==> src/rtl/wmf_pkg.sv <==
package wmf_pkg;
  localparam int unsigned NCAUSE   = 8;
  localparam int unsigned NEXT     = NCAUSE - 2;
  localparam int unsigned C_OVFL   = 0;
  localparam int unsigned C_UNDFL  = 1;
  localparam int unsigned C_EXT0   = 2;
  typedef logic [NCAUSE-1:0] cause_vec_t;
endpackage

==> src/rtl/wmf_store.sv <==
module wmf_store #(
  parameter int unsigned DEPTH = 32,
  parameter int unsigned DW    = 8
) (
  input  logic          clk,
  input  logic          rst_n,
  input  logic          wr_en,
  input  logic [DW-1:0] wr_data,
  input  logic          rd_en,
  output logic [DW-1:0] rd_data
);
  localparam int unsigned AW = (DEPTH > 1) ? $clog2(DEPTH) : 1;
  localparam logic [AW-1:0] LAST = AW'(DEPTH - 1);

  logic [DW-1:0] mem [DEPTH];
  logic [AW-1:0] wr_ptr, rd_ptr;

  function automatic logic [AW-1:0] bump(input logic [AW-1:0] p);
    return (p == LAST) ? '0 : p + 1'b1;
  endfunction

  always_ff @(posedge clk) begin
    if (!rst_n) begin
      wr_ptr <= '0;
      rd_ptr <= '0;
    end else begin
      if (wr_en) wr_ptr <= bump(wr_ptr);
      if (rd_en) rd_ptr <= bump(rd_ptr);
    end
  end

  always_ff @(posedge clk) begin
    if (wr_en) mem[wr_ptr] <= wr_data;
  end

  assign rd_data = mem[rd_ptr];
endmodule

==> src/rtl/wmf_occupancy.sv <==
module wmf_occupancy #(
  parameter int unsigned DEPTH = 32,
  parameter int unsigned WM_W  = 5
) (
  input  logic                         clk,
  input  logic                         rst_n,
  input  logic                         push_req,
  input  logic                         pop_req,
  input  logic [WM_W-1:0]              wm_level,
  output logic                         push_ok,
  output logic                         pop_ok,
  output logic                         push_err,
  output logic                         pop_err,
  output logic                         full,
  output logic                         empty,
  output logic [$clog2(DEPTH+1)-1:0]   count
);
  localparam int unsigned CW = $clog2(DEPTH + 1);

  logic [CW-1:0] limit;

  always_comb begin
    if (wm_level == '0 || 32'(wm_level) > DEPTH) limit = CW'(DEPTH);
    else                                          limit = CW'(wm_level);
  end

  assign full     = (count >= limit);
  assign empty    = (count == '0);
  assign push_ok  = push_req && !full;
  assign pop_ok   = pop_req && !empty;
  assign push_err = push_req && full;
  assign pop_err  = pop_req && empty;

  always_ff @(posedge clk) begin
    if (!rst_n)                 count <= '0;
    else if (push_ok && !pop_ok) count <= count + 1'b1;
    else if (pop_ok && !push_ok) count <= count - 1'b1;
  end
endmodule

==> src/rtl/wmf_irq.sv <==
module wmf_irq
  import wmf_pkg::*;
(
  input  logic       clk,
  input  logic       rst_n,
  input  cause_vec_t cause_set,
  input  cause_vec_t cause_clr,
  input  cause_vec_t cause_en,
  output cause_vec_t status,
  output logic       irq
);
  for (genvar i = 0; i < NCAUSE; i++) begin : g_bit
    always_ff @(posedge clk) begin
      if (!rst_n) status[i] <= 1'b0;
      else        status[i] <= (status[i] && !cause_clr[i]) || cause_set[i];
    end
  end

  assign irq = |(status & cause_en);
endmodule

==> src/rtl/wmark_fifo_irq.sv <==
module wmark_fifo_irq
  import wmf_pkg::*;
#(
  parameter int unsigned DEPTH = 32,
  parameter int unsigned DW    = 8,
  parameter int unsigned WM_W  = 5
) (
  input  logic              clk,
  input  logic              rst_n,
  input  logic              in_valid,
  output logic              in_ready,
  input  logic [DW-1:0]     in_data,
  output logic              out_valid,
  input  logic              out_ready,
  output logic [DW-1:0]     out_data,
  output logic              fifo_full,
  output logic              fifo_empty,
  input  logic [WM_W-1:0]   wm_level,
  input  logic [NEXT-1:0]   ext_err,
  input  logic [NCAUSE-1:0] irq_en,
  input  logic [NCAUSE-1:0] irq_clr,
  output logic [NCAUSE-1:0] irq_status,
  output logic              irq
);
  localparam int unsigned CW = $clog2(DEPTH + 1);

  logic          push_ok, pop_ok, push_err, pop_err, full_w, empty_w;
  logic [CW-1:0] occ_count;
  cause_vec_t    set_vec;

  wmf_occupancy #(.DEPTH(DEPTH), .WM_W(WM_W)) u_occ (
    .clk(clk), .rst_n(rst_n),
    .push_req(in_valid), .pop_req(out_ready), .wm_level(wm_level),
    .push_ok(push_ok), .pop_ok(pop_ok), .push_err(push_err), .pop_err(pop_err),
    .full(full_w), .empty(empty_w), .count(occ_count)
  );

  wmf_store #(.DEPTH(DEPTH), .DW(DW)) u_store (
    .clk(clk), .rst_n(rst_n),
    .wr_en(push_ok), .wr_data(in_data),
    .rd_en(pop_ok), .rd_data(out_data)
  );

  always_comb begin
    set_vec          = '0;
    set_vec[C_OVFL]  = push_err;
    set_vec[C_UNDFL] = pop_err;
    set_vec[NCAUSE-1:C_EXT0] = ext_err;
  end

  wmf_irq u_irq (
    .clk(clk), .rst_n(rst_n),
    .cause_set(set_vec), .cause_clr(irq_clr), .cause_en(irq_en),
    .status(irq_status), .irq(irq)
  );

  assign in_ready   = !full_w;
  assign fifo_full  = full_w;
  assign out_valid  = !empty_w;
  assign fifo_empty = empty_w;
endmodule

==> config.mk <==
export PLATFORM = sky130hd
export DESIGN_NAME = wmark_fifo_irq
export DESIGN_NICKNAME = d
export VERILOG_FILES = /design/src/rtl/wmf_pkg.sv /design/src/rtl/wmf_store.sv /design/src/rtl/wmf_occupancy.sv /design/src/rtl/wmf_irq.sv /design/src/rtl/wmark_fifo_irq.sv
export SDC_FILE = /design/constraint.sdc
export NUM_CORES = 1
export LEC_CHECK = 0
export ABC_CLOCK_PERIOD_IN_PS = 5610
export BUFFER_PORTS_ARGS = -buffer_cell sky130_fd_sc_hd__buf_2
export CAP_MARGIN = 20
export CORE_MARGIN = 2
export CORE_UTILIZATION = 30
export DETAILED_ROUTE_END_ITERATION = 8
export PLACE_DENSITY_LB_ADDON = 0.2
export SLEW_MARGIN = 20
export SYNTH_ARGS = -nofsm -noshare
export SYNTH_HDL_FRONTEND = slang
export SYNTH_HIERARCHICAL = 1
export SYNTH_SLANG_ARGS = --single-unit
==> constraint.sdc <==
create_clock -name clk -period 5.61 [get_ports clk]
set_clock_uncertainty 0.05 [all_clocks]
set_input_delay 1.683 -clock clk [delete_from_list [all_inputs] [get_ports clk]]
set_output_delay 1.683 -clock clk [all_outputs]
set_load 0.01 [all_outputs]
# Word level (Yosys, flattened, before mapping)
# Memory sizes are Yosys's and may differ from the RTL's. A register that Yosys moved wholly into a read port is not among the register bits.
# Index checks and enable logic that the tools add are counted.
# totals
regBits,24
latch_bits,0
ramBits,256
mem_bits_ro,0
in_bits,39
out_inout_bits,21
wordCells,67
n_memories,1
# op_classes
addsub,4
mul,0
div,0
n_lt_le_gt_ge,1
n_eq_ne,2
shift,0
muxes,9
bitwise_logic,1
n_reduce_logical,38
# mem_list
memory,words,word_bits,read_ports,rd_ports_with_merged_regs,write_ports,line,source
u_store.mem,32,8,1,1,1,wmf_store.sv:15,logic [DW-1:0] mem [DEPTH];
# ops
operator,n
$mux W5,4
$mux W6,3
$logic_and A1 B1 Y1,14
$logic_not A1 Y1,12
$add A5 B1 Y5 const B,2
$eq A5 B5 Y1 const B,2
$and A8 B8 Y8,1
$logic_or A1 B1 Y1,8
$reduce_or A8 Y1,1
$add A6 B1 Y6 const B,1
$ge A6 B6 Y1,1
$logic_not A6 Y1,1
$sub A6 B1 Y6 const B,1
$logic_not A5 Y1,1
$mux W1,2
$reduce_bool A2 Y1,1

# Longest topological paths before layout
# depth
ltp_word,9
ltp_mapped,13
ltp_nobuf,13

# By module
# The synthesis kept the hierarchy.
# by_module_without_submodules
mod,instances,cells_each,area_each_um2,seq_area_each_um2
wmf_store,1,475,10556.4,7987.7
wmf_occupancy,1,81,619.3,120.1
wmf_irq,1,30,314.1,160.2
wmark_fifo_irq,1,2,7.5,0.0

# Worst setup path after synthesis
# No wires, ideal clock.
# synth_path
path_type,input-to-output
from,in wm_level[2]
to,out in_ready
t_arrival_ps,2766
required_time_ps,3877
setup_slack_ps,1111
stages,6
n_path_buf,0
path_cell_list,nor4_1 -> nand2_1 -> ha_1 -> nand3_1 -> o21ai_1 -> inv_1
# synth_between
elab_chain_cells,4
# synth_rtl
item,line,source
start: declaration,wmark_fifo_irq.sv:18,"input logic [WM_W-1:0] wm_level,"
$logic_not A5 Y1,wmf_occupancy.sv:23,if (wm_level == '0 || 32'(wm_level) > DEPTH) limit = CW'(DEPTH);
$mux W6 (*),wmf_occupancy.sv:23,
$ge A6 B6 Y1 (*),wmf_occupancy.sv:27,assign full = (count >= limit);
via fifo_full,wmark_fifo_irq.sv:16,"output logic fifo_full,"
$logic_not A1 Y1 (*),wmark_fifo_irq.sv:57,assign in_ready = !full_w;
end: declaration,wmark_fifo_irq.sv:11,"output logic in_ready,"
# Mark *: on every way through the listed nets, which the timed path passes. The rest lies on a longest branch.

==> flow_results.org <==
** Timing
- Number of pins with negative max-slew slack in the final report :: 0
- Fmax :: 209 MHz
- Dividing the final minimum period by the clock period gives 85.1%.
- Subtracting the final worst setup slack from the clock period gives 4780 ps.
- Unrepaired setup endpoints after global routing :: false
- For the final routed database, the setup TNS stands at 0 ps.
- Max-Slew Margin vs Limit :: 34.0%
- Setup violations remaining at the end of the flow were counted as 0.
- For the pin with the worst max-slew slack, the measured transition is 989 ps.
- The total count of hold-check failures in the final report was 0.

** Worst hold path
- In this run the most critical hold path is launched from u_store/rd_ptr[3]$_SDFFE_PN0P_.
- The worst hold path terminates at u_store/rd_ptr[3]$_SDFFE_PN0P_.
- Worst hold stages :: 2
- The min-delay analysis places its worst path in the category reg -> reg.

** Floorplan
- The initialized floorplan defines 71 standard-cell rows.
- The initial utilization of the core area, before any placement, comes to 30.5%.
- The floorplan step defined a die boundary enclosing 39900 µm².
- In this run the standard cell core region covers 37700 µm².
- The die is 200 µm wide.
- Ports placed on the boundary :: 60
- The floorplan step set the die height to 200 µm.

** Route
- For this block, the initial DRC count from the detailed router was 315.
- Count of TritonRoute iterations in the first routing pass :: 7
- Routed via count divided by cell count :: 4.75
- In the routed design, unresolved DRC markers number 0.
- Antenna-violating nets left :: 0
- The routed design has 24800 µm of wire.
- In the final routed layout, each cell accounts on average for 20.5 µm.
- Via Count :: 5753

** Yosys
- Mapped Nets :: 646
- Each instance of the synthesized netlist takes up on average 19.6 µm².
- The netlist uses 45 different library cells.
- EDFF count, synth :: 256
- Total standard cell area after synthesis :: 11500 µm²
- Number of standard cells after synthesis :: 588
- In the synthesized netlist the dominant register cell turns out to be edfxtp_1.
- Post-synthesis register bit count :: 285
- Yosys printed 6 warnings.
- Summing the sequential cell areas from Yosys gives 71.9% of the chip area.
- Counting flops with an async set or reset pin after synthesis yields a share of 0%.

** Clocking
- Post-CTS Hold Fix Bufs :: 0
- Post-CTS Setup Inserts :: 0
- The clock passes through at most 3 buffers.
- CTS tree :: done
- The clock tree synthesis step divided the H-tree into 2 levels.
- Clk slew on worst S/H paths :: 60 ps
- Number of sinks driven by the clock tree :: 285
- At the later pin of the worst-skew pair, clock insertion delay measures 500 ps.
- Gates resized during post-CTS repair numbered 0.
- In this run, CTS created clock tree buffers numbering 34.
- The tree is rooted in a clkbuf_16.

** Power
- The design draws 5390 µW.
- In this run the static leakage power is 0.00436 µW.
- Clk pwr share :: 39.7%
- The share of total power dissipated in sequential elements is 45.3%.
- Switching Power :: 1340 µW
- Per report_power, the combinational group accounts for 15.0% of the total.
- P_int :: 4050 µW
- Power density cells :: 397 nW/µm²
- VDD sags by at most 175 µV.
- Fraction of power spent switching nets :: 24.9%

** Setup path
- For the worst setup path, the data arrival time is 3040 ps.
- CP Data Required Time :: 3880 ps
- In this run the critical register-to-register path is launched from u_occ/count[0]$_SDFFE_PN0P_.
- Worst reg2reg endpoint :: u_occ/count[5]$_SDFFE_PN0P_
- Critical Setup Path Class :: reg -> out
- Worst-path fanout max :: 23
- Startpoint kind of the worst setup timing path :: flip-flop
- Worst Setup End Kind :: output pin
- Worst reg2reg setup slack :: 2340 ps
- Counting cells, the worst reg-to-reg path comes to 14.

** Global routing
- Number of antenna violations at the first check in global routing :: 0
- The number of global-route vias before repair came to 6066.
- GRT Util Overall :: 12.7%
- Wire length of the first global-routing pass :: 37300 µm
- Sum of overflow across all layers after global routing :: 0
- Largest net degree at the start of global routing :: 36

** Run
- The tool flagged a number of max-cap violations equal to 0.

** Status
- Outcome :: complete, no violations

** Placed design
- In this run, placement finished with an instance count of 1149.
- Port buffering added 59 buffers.
- Gp weighted congestion :: 0.805
- Once detailed placement completed, the half-perimeter wirelength came to 15800 µm.

** Layout
- The net count of the finished layout is 732.
- Combined area of the multi-input logic cells :: 3010 µm²
- Area growth from synthesis to final layout :: 18.0%
- Flip-flop and latch area :: 8270 µm²
- The layout has 3523 filler cells.
- Fraction of layout cells with a size suffix above 1 :: 31.6%
- Once layout is complete, the utilization of the core stands at 36.0%.
- 0 antenna diodes ended up in the layout.
- The count of cells in the finished layout, fillers not included, comes to 1210.
-- area by class of cell --
type | count | area share [%]
Clock inverter | 21 | 1.58
Inverter | 16 | 0.443
Clock buffer | 40 | 6.59
Multi-Input combinational cell | 259 | 22.2
Timing Repair Buffer | 78 | 3.50
Tap cell | 511 | 4.71
Sequential cell | 285 | 61.0
-- kinds of logic after synthesis --
| group | synth area share, % |
|---|---|
| buf+inv | 1.92 |
| fa+ha+maj | 2.13 |
| xor+xnor | 0.229 |
| flops | 71.9 |
| simple gates | 4.54 |
| compound gates | 2.47 |
| mux | 16.8 |
-- cell usage after synthesis, types with 2 or more instances --
cell type    n  area (µm²)
edfxtp_1   256        7690
mux4_2      80        1800
nor2_1      31         116
dfxtp_1     29         581
ha_1        18         225
inv_1       16        60.1
nand2_1     14        52.6
nor2b_1     14        87.6
nor3_1      14        70.1
clkbuf_1    13        48.8
nand3_1     11        55.1
o21a_1      10        75.1
mux2_2       8        90.1
and2_1       6        37.5
buf_6        6        67.6
buf_1        5        18.8
o21ai_0      5        25.0
a21oi_1      4        20.0
a22oi_1      4        30.0
mux2i_1      4        40.0
a31oi_1      3        18.8
nand2b_1     3        18.8
a21boi_0     2        15.0
a21o_1       2        15.0
and3_1       2        12.5
buf_2        2        10.0
buf_4        2        15.0
nand3b_1     2        15.0
nand4_1      2        12.5
o211ai_1     2        15.0
o2bb2ai_1    2        17.5
or4_1        2        15.0
xnor2_1      2        17.5
-- cells in the final DEF, fill, tap and decap left out, drive strengths merged, types with 2 or more instances in the layout --
cell,instances
edfxtp,256
mux4,80
buf,78
clkbuf,40
nor2,31
dfxtp,29
inv,19
ha,18
nor2b,14
nand2,14
nor3,14
clkinv,14
nand3,11
o21a,10
mux2,8
and2,6
o21ai,6
a22oi,4
a21oi,4
mux2i,4
bufinv,3
nand2b,3
a31oi,3
nand4,2
a21o,2
o211ai,2
xnor2,2
and3,2
nand3b,2
or4,2
a21boi,2
o2bb2ai,2
-- sequential cells by signal, summed over array words and instances (netlist names), named ones only --
register and flops:
u_store/mem 256, u_store/wr_ptr 5, u_store/rd_ptr 5, u_irq/status 8, u_occ/count 6
-- per-stage QoR --
| step | setup WS, ps | hold WS (ps) | cell area (µm²) |
|---|---|---|---|
| CTS | 760 | 497 | 13600 |
| global placement | 935 | 479 | 12500 |
| global route | 669 | 532 | 13600 |
| detailed placement | 884 | 488 | 12500 |
| floorplan | 1110 | 430 | 11500 |
| finish | 833 | 504 | 13600 |
-- power groups by stage --
stage / logic [µW] / clock network [µW] / registers [µW]
global route: 879 / 2290 / 2450
global placement: 789 / 0 / 2490
floorplan: 585 / 0 / 2450
finish: 811 / 2140 / 2440
CTS: 818 / 2200 / 2450
detailed placement: 812 / 0 / 2490
-- worst max-delay path, stage by stage, from the launching register on --
cell	delay [ps]
dfxtp_4	450
buf_4	460
mux4_2	620
mux4_2	530
mux2_2	310
buf_2	150
-- worst max-delay path by stage --
stage	start	endpoint	slack, ps	cells past startpoint
finish	flip-flop	out_data[0]	830	5
global route	flip-flop	out_data[0]	670	5
CTS	flip-flop	out_data[2]	760	5
detailed placement	wm_level[2]	in_ready	880	8
global placement	wm_level[2]	in_ready	940	8
floorplan	wm_level[2]	in_ready	1110	6
-- metal layers --
metal  wire, µm  GRT usage (%)  share of wire [%]  up-vias
met1      11800           17.9                 48     2982
li1           -              -                  -     2568
met2      11400           20.3                 46      168
met3       1100           2.15                4.4       35
met5          0              0                  0        -
met4        453           3.35                1.8        0
(Power assumes the default switching activity.)
